File: src/rtl/pwm_pkg.sv
`timescale 1ns/1ps
package pwm_pkg;
  // register map
  localparam int ADR_CTRL = 0;
  localparam int ADR_CNT  = 1;
  localparam int ADR_PER  = 2;
  localparam int CH_BASE  = 4;

  // control word fields
  localparam int CLR_BIT  = 2;
  localparam logic [1:0] RUN_UP = 2'd1;

  // per-channel output modes
  localparam logic [2:0] OM_MANUAL = 3'd0;
  localparam logic [2:0] OM_SET    = 3'd1;
  localparam logic [2:0] OM_SETRST = 3'd3;
  localparam logic [2:0] OM_RESET  = 3'd5;
  localparam logic [2:0] OM_RSTSET = 3'd7;
endpackage

File: src/rtl/pwm_rst_sync.sv
`timescale 1ns/1ps
module pwm_rst_sync (
  input  logic clk,
  input  logic rst_n_in,
  output logic rst_n_out
);
  logic [1:0] sync_q;

  always_ff @(posedge clk or negedge rst_n_in) begin
    if (!rst_n_in) sync_q <= 2'b00;
    else           sync_q <= {sync_q[0], 1'b1};
  end

  assign rst_n_out = sync_q[1];
endmodule

File: src/rtl/pwm_timebase.sv
`timescale 1ns/1ps
module pwm_timebase #(
  parameter int CNT_W = 16
) (
  input  logic             clk,
  input  logic             rst_n,
  input  logic             clk_en,
  input  logic             run_up,
  input  logic             clr,
  input  logic [CNT_W-1:0] per_sh,
  output logic [CNT_W-1:0] cnt_q,
  output logic [CNT_W-1:0] cnt_nxt,
  output logic             tick_o,
  output logic             wrap_o
);
  logic [CNT_W-1:0] per_act_q, per_act_d;
  logic             tick;

  assign tick   = run_up & clk_en;
  assign tick_o = tick & ~clr;
  assign wrap_o = tick_o & (cnt_q >= per_act_q);

  always_comb begin
    cnt_nxt = cnt_q;
    if (clr)         cnt_nxt = '0;
    else if (wrap_o) cnt_nxt = '0;
    else if (tick)   cnt_nxt = cnt_q + 1'b1;
  end

  // the period in use changes only at a wrap, or freely while stopped
  always_comb begin
    per_act_d = per_act_q;
    if (!run_up || wrap_o) per_act_d = per_sh;
  end

  always_ff @(posedge clk or negedge rst_n) begin
    if (!rst_n) begin
      cnt_q     <= '0;
      per_act_q <= '0;
    end else begin
      cnt_q     <= cnt_nxt;
      per_act_q <= per_act_d;
    end
  end

  assert_wrap_to_zero_R1: assert property (@(posedge clk) disable iff (!rst_n)
    (run_up && clk_en && !clr && cnt_q >= per_act_q) |=> (cnt_q == '0));

  assert_count_step_R1: assert property (@(posedge clk) disable iff (!rst_n)
    (run_up && clk_en && !clr && cnt_q < per_act_q) |=> (cnt_q == $past(cnt_q) + 1'b1));

  assert_idle_hold_R2: assert property (@(posedge clk) disable iff (!rst_n)
    (!(run_up && clk_en) && !clr) |=> $stable(cnt_q));

  assert_clear_zero_R3: assert property (@(posedge clk) disable iff (!rst_n)
    clr |=> (cnt_q == '0));

  assert_period_held_R4: assert property (@(posedge clk) disable iff (!rst_n)
    (run_up && !(clk_en && !clr && cnt_q >= per_act_q)) |=> $stable(per_act_q));
endmodule

File: src/rtl/pwm_chan.sv
`timescale 1ns/1ps
module pwm_chan import pwm_pkg::*; #(
  parameter int CNT_W = 16
) (
  input  logic             clk,
  input  logic             rst_n,
  input  logic             tick,
  input  logic             wrap,
  input  logic [CNT_W-1:0] cnt_nxt,
  input  logic [CNT_W-1:0] cmp,
  input  logic [2:0]       mode,
  input  logic             man,
  output logic             out_q
);
  logic cmp_evt;
  logic out_d;

  // a match is the tick on which the counter arrives at the compare value
  assign cmp_evt = tick & (cnt_nxt == cmp);

  always_comb begin
    out_d = out_q;
    case (mode)
      OM_MANUAL: out_d = man;
      OM_SET:    if (cmp_evt) out_d = 1'b1;
      OM_SETRST: begin
        if (cmp_evt)   out_d = 1'b1;
        else if (wrap) out_d = 1'b0;
      end
      OM_RESET:  if (cmp_evt) out_d = 1'b0;
      OM_RSTSET: begin
        if (cmp_evt)   out_d = 1'b0;
        else if (wrap) out_d = 1'b1;
      end
      default:   out_d = out_q;
    endcase
  end

  always_ff @(posedge clk or negedge rst_n) begin
    if (!rst_n) out_q <= 1'b0;
    else        out_q <= out_d;
  end

  assert_rs_fall_R5: assert property (@(posedge clk) disable iff (!rst_n)
    (mode == OM_RSTSET && tick && cnt_nxt == cmp) |=> !out_q);

  assert_rs_rise_R5: assert property (@(posedge clk) disable iff (!rst_n)
    (mode == OM_RSTSET && wrap && cmp != '0) |=> out_q);

  assert_sr_rise_R7: assert property (@(posedge clk) disable iff (!rst_n)
    (mode == OM_SETRST && tick && cnt_nxt == cmp) |=> out_q);

  assert_reset_hold_R8: assert property (@(posedge clk) disable iff (!rst_n)
    (mode == OM_RESET && !out_q) |=> !out_q);

  assert_set_hold_R8: assert property (@(posedge clk) disable iff (!rst_n)
    (mode == OM_SET && out_q) |=> out_q);

  assert_manual_R9: assert property (@(posedge clk) disable iff (!rst_n)
    (mode == OM_MANUAL) |=> (out_q == $past(man)));
endmodule

File: src/rtl/pwm_timer.sv
`timescale 1ns/1ps
module pwm_timer import pwm_pkg::*; #(
  parameter  int NCH    = 3,
  parameter  int CNT_W  = 16,
  localparam int ADDR_W = $clog2(CH_BASE + 2 * NCH)
) (
  input  logic              clk,
  input  logic              rst_n,
  input  logic              clk_en,
  input  logic              reg_wr,
  input  logic [ADDR_W-1:0] reg_addr,
  input  logic [CNT_W-1:0]  reg_wdata,
  output logic [CNT_W-1:0]  reg_rdata,
  output logic [NCH-1:0]    pwm_out
);
  logic             rst_ns;
  logic [1:0]       run_q, run_d;
  logic [CNT_W-1:0] per_q, per_d;
  logic [CNT_W-1:0] cmp_q  [NCH];
  logic [CNT_W-1:0] cmp_d  [NCH];
  logic [2:0]       mode_q [NCH];
  logic [2:0]       mode_d [NCH];
  logic [NCH-1:0]   man_q, man_d;
  logic             clr;
  logic             run_up;
  logic [CNT_W-1:0] cnt_q, cnt_nxt;
  logic             tick_c, wrap_c;

  pwm_rst_sync u_rst (
    .clk       (clk),
    .rst_n_in  (rst_n),
    .rst_n_out (rst_ns)
  );

  assign clr    = reg_wr && (reg_addr == ADDR_W'(ADR_CTRL)) && reg_wdata[CLR_BIT];
  assign run_up = (run_q == RUN_UP);

  always_comb begin
    run_d  = run_q;
    per_d  = per_q;
    cmp_d  = cmp_q;
    mode_d = mode_q;
    man_d  = man_q;
    if (reg_wr) begin
      if (reg_addr == ADDR_W'(ADR_CTRL)) run_d = reg_wdata[1:0];
      if (reg_addr == ADDR_W'(ADR_PER))  per_d = reg_wdata;
      for (int k = 0; k < NCH; k++) begin
        if (reg_addr == ADDR_W'(CH_BASE + 2 * k)) cmp_d[k] = reg_wdata;
        if (reg_addr == ADDR_W'(CH_BASE + 2 * k + 1)) begin
          mode_d[k] = reg_wdata[2:0];
          man_d[k]  = reg_wdata[3];
        end
      end
    end
  end

  always_ff @(posedge clk or negedge rst_ns) begin
    if (!rst_ns) begin
      run_q <= '0;
      per_q <= '0;
      man_q <= '0;
      for (int k = 0; k < NCH; k++) begin
        cmp_q[k]  <= '0;
        mode_q[k] <= '0;
      end
    end else begin
      run_q  <= run_d;
      per_q  <= per_d;
      cmp_q  <= cmp_d;
      mode_q <= mode_d;
      man_q  <= man_d;
    end
  end

  always_comb begin
    reg_rdata = '0;
    if (reg_addr == ADDR_W'(ADR_CTRL)) reg_rdata = CNT_W'(run_q);
    if (reg_addr == ADDR_W'(ADR_CNT))  reg_rdata = cnt_q;
    if (reg_addr == ADDR_W'(ADR_PER))  reg_rdata = per_q;
    for (int k = 0; k < NCH; k++) begin
      if (reg_addr == ADDR_W'(CH_BASE + 2 * k))     reg_rdata = cmp_q[k];
      if (reg_addr == ADDR_W'(CH_BASE + 2 * k + 1)) reg_rdata = CNT_W'({man_q[k], mode_q[k]});
    end
  end

  pwm_timebase #(.CNT_W(CNT_W)) u_tb (
    .clk     (clk),
    .rst_n   (rst_ns),
    .clk_en  (clk_en),
    .run_up  (run_up),
    .clr     (clr),
    .per_sh  (per_q),
    .cnt_q   (cnt_q),
    .cnt_nxt (cnt_nxt),
    .tick_o  (tick_c),
    .wrap_o  (wrap_c)
  );

  for (genvar g = 0; g < NCH; g++) begin : g_ch
    pwm_chan #(.CNT_W(CNT_W)) u_ch (
      .clk     (clk),
      .rst_n   (rst_ns),
      .tick    (tick_c),
      .wrap    (wrap_c),
      .cnt_nxt (cnt_nxt),
      .cmp     (cmp_q[g]),
      .mode    (mode_q[g]),
      .man     (man_q[g]),
      .out_q   (pwm_out[g])
    );
  end

  assert_reset_state_R13: assert property (@(posedge clk)
    !rst_ns |=> (pwm_out == '0 && cnt_q == '0));
endmodule

File: config.mk
export PLATFORM = sky130hd
export DESIGN_NAME = pwm_timer
export DESIGN_NICKNAME = d
export VERILOG_FILES = /design/src/rtl/pwm_pkg.sv /design/src/rtl/pwm_rst_sync.sv /design/src/rtl/pwm_timebase.sv /design/src/rtl/pwm_chan.sv /design/src/rtl/pwm_timer.sv
export SDC_FILE = /design/constraint.sdc
export NUM_CORES = 1
export LEC_CHECK = 0
export BUFFER_PORTS_ARGS = -buffer_cell sky130_fd_sc_hd__buf_2
export CAP_MARGIN = 20
export CORE_MARGIN = 3
export CORE_UTILIZATION = 55
export CTS_CLUSTER_DIAMETER = 200
export DETAILED_ROUTE_END_ITERATION = 8
export PLACE_DENSITY = 0.76
export SYNTH_ARGS = -nofsm -noshare
export SYNTH_HDL_FRONTEND = slang
export SYNTH_HIERARCHICAL = 1
export SYNTH_SLANG_ARGS = --single-unit
File: constraint.sdc
create_clock -name clk -period 3.3 [get_ports clk]
set_clock_uncertainty 0.15 [all_clocks]
set_input_delay 0.495 -clock clk [delete_from_list [all_inputs] [get_ports clk]]
set_output_delay 0.495 -clock clk [all_outputs]
set_load 0.05 [all_outputs]
# Yosys cells after proc, flatten, opt, wreduce, memory -nomap -nowiden
# Index checks and enable logic that the tools add are counted.
dict set report word_totals {
  elab_cells 113
  reg_bits 115
  in_bits 24
  out_inout_bits 19
}
dict set report op_classes {
  add_sub_neg 1
  magnitude_cmp 1
  mux 29
  n_eq_ne 36
  reduce_logical 22
  bitwise 7
}
# op count
set ops {}
lappend ops {{16-bit 2-to-1 mux} 11}
lappend ops {{16-bit equality test} 3}
lappend ops {{3-bit equality test (second input constant)} 6}
lappend ops {{3-bit by 2-bit != test with 1-bit output (second input constant)} 6}
lappend ops {{16-bit by 1-bit adder with 16-bit output (second input constant)} 1}
lappend ops {{4-bit by 3-bit equality test with 1-bit output (second input constant)} 4}
lappend ops {{16-bit greater-or-equal comparator} 1}
lappend ops {{2-bit AND reduction} 8}
lappend ops {{1-bit one-hot mux with 5 select lines} 3}
lappend ops {{5-bit AND reduction} 3}
lappend ops {{5-bit nonzero test} 3}
lappend ops {{1-bit 2-to-1 mux} 14}
lappend ops {{2-bit by 1-bit != test with 1-bit output (second input constant)} 6}
lappend ops {{3-bit by 1-bit equality test with 1-bit output (second input constant)} 3}
lappend ops {{3-bit by 2-bit equality test with 1-bit output (second input constant)} 3}
lappend ops {{3-bit logical NOT} 3}
lappend ops {{4-bit equality test (second input constant)} 2}
lappend ops {{1-bit bitwise AND} 6}
lappend ops {{4-bit by 1-bit equality test with 1-bit output (second input constant)} 1}
lappend ops {{4-bit by 2-bit equality test with 1-bit output (second input constant)} 1}
lappend ops {{4-bit logical NOT} 1}
lappend ops {{2-bit by 1-bit equality test with 1-bit output (second input constant)} 1}
lappend ops {{1-bit logical AND} 2}
lappend ops {{2-bit 2-to-1 mux} 1}
lappend ops {{3 further kinds} 3}

# Longest topological paths before layout
dict set report logic_depth {
  word_depth 12
  ltp_mapped 13
  ltp_nobuf 12
}

# Modules after synthesis
# The synthesis kept the hierarchy.
# module seq_area_each_um2 area_per_inst_um2 cells_each instances
set modules_own_cells {}
lappend modules_own_cells {pwm_timer 1951.9 3870.0 317 1}
lappend modules_own_cells {pwm_timebase 800.8 1905.6 175 1}
lappend modules_own_cells {pwm_chan 25.0 282.8 35 3}
lappend modules_own_cells {pwm_rst_sync 50.0 53.8 3 1}

# Worst setup path after synthesis
# Ideal clock, no wire load.
dict set report synth_timing {
  path_kind {input to output}
  startpoint {input reg_addr[2]}
  endpoint {output reg_rdata[10]}
  stages 7
  t_arrival_ps 2561
  slack_ps 94
  n_path_buf 3
  cell_sequence {buf_2 > nor2b_4 > buf_6 > nand2_1 > clkbuf_1 > nor2_1 > o32ai_1}
}
dict set report synth_via {
  elab_chain_len 9
}
# element line_no
set synth_lines {}
lappend synth_lines {{start: declaration} pwm_timer.sv:11} ;# input logic [ADDR_W-1:0] reg_addr,
lappend synth_lines {{4-bit by 1-bit equality test with 1-bit output} pwm_timer.sv:78} ;# if (reg_addr == ADDR_W'(ADR_CNT)) reg_rdata = cnt_q;
lappend synth_lines {{16-bit 2-to-1 mux} pwm_timer.sv:78}
lappend synth_lines {{16-bit 2-to-1 mux} pwm_timer.sv:79} ;# if (reg_addr == ADDR_W'(ADR_PER)) reg_rdata = per_q;
lappend synth_lines {{16-bit 2-to-1 mux} pwm_timer.sv:81} ;# if (reg_addr == ADDR_W'(CH_BASE + 2 * k)) reg_rdata = cmp_q[k];
lappend synth_lines {{16-bit 2-to-1 mux} pwm_timer.sv:82} ;# if (reg_addr == ADDR_W'(CH_BASE + 2 * k + 1)) reg_rdata = CNT_W'({man_q[k], mode_q[k]});
lappend synth_lines {{16-bit 2-to-1 mux} pwm_timer.sv:81}
lappend synth_lines {{16-bit 2-to-1 mux} pwm_timer.sv:82}
lappend synth_lines {{16-bit 2-to-1 mux} pwm_timer.sv:81}
lappend synth_lines {{16-bit 2-to-1 mux *} pwm_timer.sv:82}
lappend synth_lines {{end: declaration} pwm_timer.sv:13} ;# output logic [CNT_W-1:0] reg_rdata,
# Mark *: on every way between the ends. The rest lies on a longest branch, timed or not.

# Worst setup path after layout
dict set report layout_timing {
  startpoint {register u_tb.per_act_q[12]}
  endpoint {register g_ch[2].u_ch.out_q}
}
dict set report layout_via {
  elab_chain_len 8
}
# element line_no
set layout_lines {}
lappend layout_lines {{start: declaration} pwm_timebase.sv:16} ;# logic [CNT_W-1:0] per_act_q, per_act_d;
lappend layout_lines {{start signal: assignment} pwm_timebase.sv:42} ;# per_act_q <= per_act_d;
lappend layout_lines {{16-bit greater-or-equal comparator *} pwm_timebase.sv:21} ;# assign wrap_o = tick_o & (cnt_q >= per_act_q);
lappend layout_lines {{1-bit bitwise AND *} pwm_timebase.sv:21}
lappend layout_lines {{16-bit 2-to-1 mux *} pwm_timebase.sv:26} ;# else if (wrap_o) cnt_nxt = '0;
lappend layout_lines {{16-bit 2-to-1 mux *} pwm_timebase.sv:25} ;# if (clr) cnt_nxt = '0;
lappend layout_lines {{net cnt_nxt[3]} pwm_timer.sv:26} ;# logic [CNT_W-1:0] cnt_q, cnt_nxt;
lappend layout_lines {{16-bit equality test *} pwm_chan.sv:19} ;# assign cmp_evt = tick & (cnt_nxt == cmp);
lappend layout_lines {{1-bit bitwise AND *} pwm_chan.sv:19}
lappend layout_lines {{3-bit by 2-bit != test with 1-bit output (no line) (tied with other cells)} n/a}
lappend layout_lines {{5-bit AND reduction (no line) or 1-bit one-hot mux with 5 select lines (tied branches)} n/a}
lappend layout_lines {{end signal: assignment} pwm_chan.sv:41} ;# else out_q <= out_d;
lappend layout_lines {{end: declaration} pwm_chan.sv:13} ;# output logic out_q
# The timed path passes the listed nets; every way through them passes the cells marked *.
# A chain may end at the register's enable or synchronous reset.

==> impl_metrics.csv <==
group,metric,value,unit
placement,gp_congestion,0.918,
logic_synthesis,synth_cell_types,62,
timing,whs,0.195,ns
grt,grt_max_degree,60,
finish,antennaDiodeCount,0,
worst_hold_path,hold_class,"in -> reg",
run,max_cap_violations,0,
grt,grt_pass1_vias,5301,
finish,num-fill-cells,783,
finish,syn2layout_area_growth,23.0,%
critical_path,critical_path_class,"reg -> reg",
placement,hpwl,13100,um
logic_synthesis,netlist_area,6680,um2
logic_synthesis,synth_top_area_share,43.1,%
pwr,comb_power_share,30.6,%
timing,finalMaxSlewViolations,0,
pwr,switching_share,34.4,%
timing,rsz0062_at_grt,"yes",
logic_synthesis,synthTopCellsByArea,"dfrtp_1, mux2_2, xnor2_1, ha_1, a22oi_1",
grt,grt-ovfl-total,0,
cts,insertion_delay,0.42,ns
cts,path_clk_slew,0.06,ns
logic_synthesis,ys.flop_type,"dfrtp_1",
floorplan,placementRows,39,
floorplan,die-area,13500,um2
logic_synthesis,yosysSeqAreaShare,43.1,%
status,status,"finished, violations left",
floorplan,io_pins,43,
route,via_per_inst,6.44,
timing,slew_headroom,48.3,%
timing,period_needed,3.38,ns
floorplan,core,11700,um2
logic_synthesis,synth_top_area_cell,"dfrtp_1",
logic_synthesis,syn-instance-count,600,
timing,setup_viol,2,
finish,design_area,8210,um2
pwr,p_per_area,716,nW/um2
grt,grt_pass1_wl,29600,um
grt,grt_usage,29.1,%
cts,cts_tree,"built",
route,finalWirelength,19600,um
logic_synthesis,syn_area_per_cell,11.1,um2
cts,numCtsBuffers,17,
timing,finalSetupTns,-0.152,ns
status,violations,"setup timing",
placement,portBuffers,42,
timing,fin_crit_sh,102,%
cts,clockBufferDepth,2,
logic_synthesis,synth-edff-count,0,
pwr,power.share.clock,32.1,%
finish,fin_util,70.4,%
logic_synthesis,yosysWarnings,6,
critical_path,cp-end-kind,"flop",
critical_path,critPathMaxFanout,7,
logic_synthesis,syn-num-nets,641,
route,dr.pass1.iters,5,
pwr,leakage,3.58,nW
pwr,p_sw,2.03,mW
cts,htree_levels,4,
floorplan,die_y,116,um
pwr,sequentialPowerShare,37.4,%
cts,clock-sinks,115,
pwr,ir_drop,512,uV
logic_synthesis,synthTopCellsByCount,"dfrtp_1, mux2_2, xnor2_1, inv_1, nand2_1",
critical_path,cp.arrival,3.58,ns
timing,max_freq,296,MHz
grt,antenna_found_initial,0,
cts,cts_root_buf,"clkbuf_16",
critical_path,critPathRequiredTime,3.50,ns
timing,final_hold_viol_count,0,
timing,tightestPinTransition,0.776,ns
timing,fin_ws,-0.0804,ns
logic_synthesis,ys_ff_latch,115,
floorplan,start_util,57.3,%
route,drc,0,
route,drt_iter0_drc,633,
placement,dpl_cell_area,7240,um2
placement,dpl_worst_slack,0.0146,ns
route,vias,5452,
logic_synthesis,synth_most_common_cell,"dfrtp_1",
critical_path,start_kind,"flop",
finish,drive_gt1_share,38.2,%
floorplan,dieWidth,116,um
pwr,power.internal,3.86,mW
route,detail-route-antenna-nets,0,
logic_synthesis,synthArstFlopShare,100,%
finish,nNetsFinal,733,
route,avgRoutedWirePerCell,23.2,um
## worst paths after layout
kind | start | to | slack, ns | depth (start not counted)
setup / recovery | u_tb/per_act_q[12] | g_ch[2].u_ch/out_q | -0.08 | 15
hold / removal | reg_wdata[5] | cmp_q[5] | 0.19 | 2
setup reg to reg | u_tb/per_act_q[12] | g_ch[2].u_ch/out_q | -0.08 | 15
hold reg to reg | u_rst/sync_q[0] | u_rst/sync_q[1] | 0.21 | 0
max in group asynchronous | u_rst/sync_q[1] | u_tb/cnt_q[14] | 1.96 | 1
min in group asynchronous | rst_n | u_rst/sync_q[1] | 0.23 | 2
## worst max-delay path, cell delays in order, from the launching register on
cell,delay (ns)
dfrtp_1,0.38
inv_1,0.10
ha_4,0.30
nand4_4,0.13
nor3_4,0.22
nand2_2,0.14
a31oi_4,0.29
buf_8,0.18
nor3_4,0.04
buf_6,0.12
buf_6,0.11
xor2_1,0.14
nor4_1,0.29
nand3_1,0.14
nor4_2,0.34
mux2i_1,0.22
## placed cells by master, fill, tap and decap left out, types with 4 or more instances in the layout
master | synthesis | final
o32ai_1 | 12 | 12
nand4_1 | 10 | 10
buf_2 | 11 | 42
nor4_2 | 3 | 4
a21oi_1 | 9 | 7
nor2_1 | 26 | 26
buf_6 | 5 | 4
a22oi_1 | 27 | 27
clkinv_4 | 0 | 4
nand3_1 | 15 | 15
a31oi_1 | 5 | 5
inv_1 | 29 | 26
nand2_1 | 28 | 26
mux2_2 | 80 | 80
and3_1 | 6 | 6
ha_1 | 17 | 11
dfrtp_1 | 115 | 111
nor3_4 | 0 | 7
o21a_1 | 12 | 12
o21ai_0 | 17 | 17
nor3_1 | 22 | 16
inv_6 | 0 | 4
mux2_4 | 10 | 10
buf_4 | 4 | 53
ha_4 | 0 | 6
xor2_1 | 18 | 18
xnor2_1 | 45 | 45
clkbuf_16 | 0 | 17
mux2i_1 | 5 | 5
## metal layers
layer	part of all wire, %	global-route usage, %
met1	42	41.5
met2	47	44.9
met3	8.2	6.94
met4	2.5	7.81
met5	0	0
## cell type report
class                   count  area, um2  area share (%)
clock buffers              18        429            5.22
clock inverters            13        175            2.13
inverters                  29        109            1.33
multi-input cells         426       3720            45.3
flip-flops and latches    115       2890            35.1
well taps                 143        179            2.18
repair buffers            103        718            8.74
## what timing repair did
item | in CTS | in global routing
hold endpoints to repair | 2 | 0
setup endpoints to repair | 2 | 3
hold buffers | 1 | 0
buffers inserted | 0 | 14
pin swaps | 0 | 18
cloned | 0 | 0
resized for setup | 2 | 41
## sequential cells by signal, summed over array words and instances (netlist names)
name,flops
man_q,3
per_q,16
u_rst/sync_q,2
u_tb/cnt_q,16
u_tb/per_act_q,16
mode_q,9
run_q,2
g_ch.u_ch/out_q,3
cmp_q,48
## power groups by stage
stage / logic [mW] / registers, mW / clock network, mW
after floorplan: 1.13 / 2.11 / 0
after global placement: 1.49 / 2.17 / 0
after detailed placement: 1.54 / 2.19 / 0
after CTS: 1.56 / 2.18 / 1.90
after global routing: 1.93 / 2.24 / 1.97
final: 1.80 / 2.20 / 1.89
## stage by stage
step,power (mW),instances
finish,5.88,847
global placement,3.67,801
floorplan,3.25,600
CTS,5.64,833
global route,6.14,847
detailed placement,3.73,801
## cells by family after synthesis
| group | after synthesis | share of synthesized area (%) |
|---|---|---|
| xor gates and xnor gates | 63 | 8.26 |
| other | 1 | 0.0562 |
| muxes | 96 | 16.7 |
| buffers and inverters | 59 | 4.48 |
| DFF | 115 | 43.1 |
| AOI/OAI and AO/OA | 108 | 12.0 |
| and+or+nand+nor | 141 | 12.2 |
| adders and majority gates | 17 | 3.19 |
(Power assumes the default switching activity.)
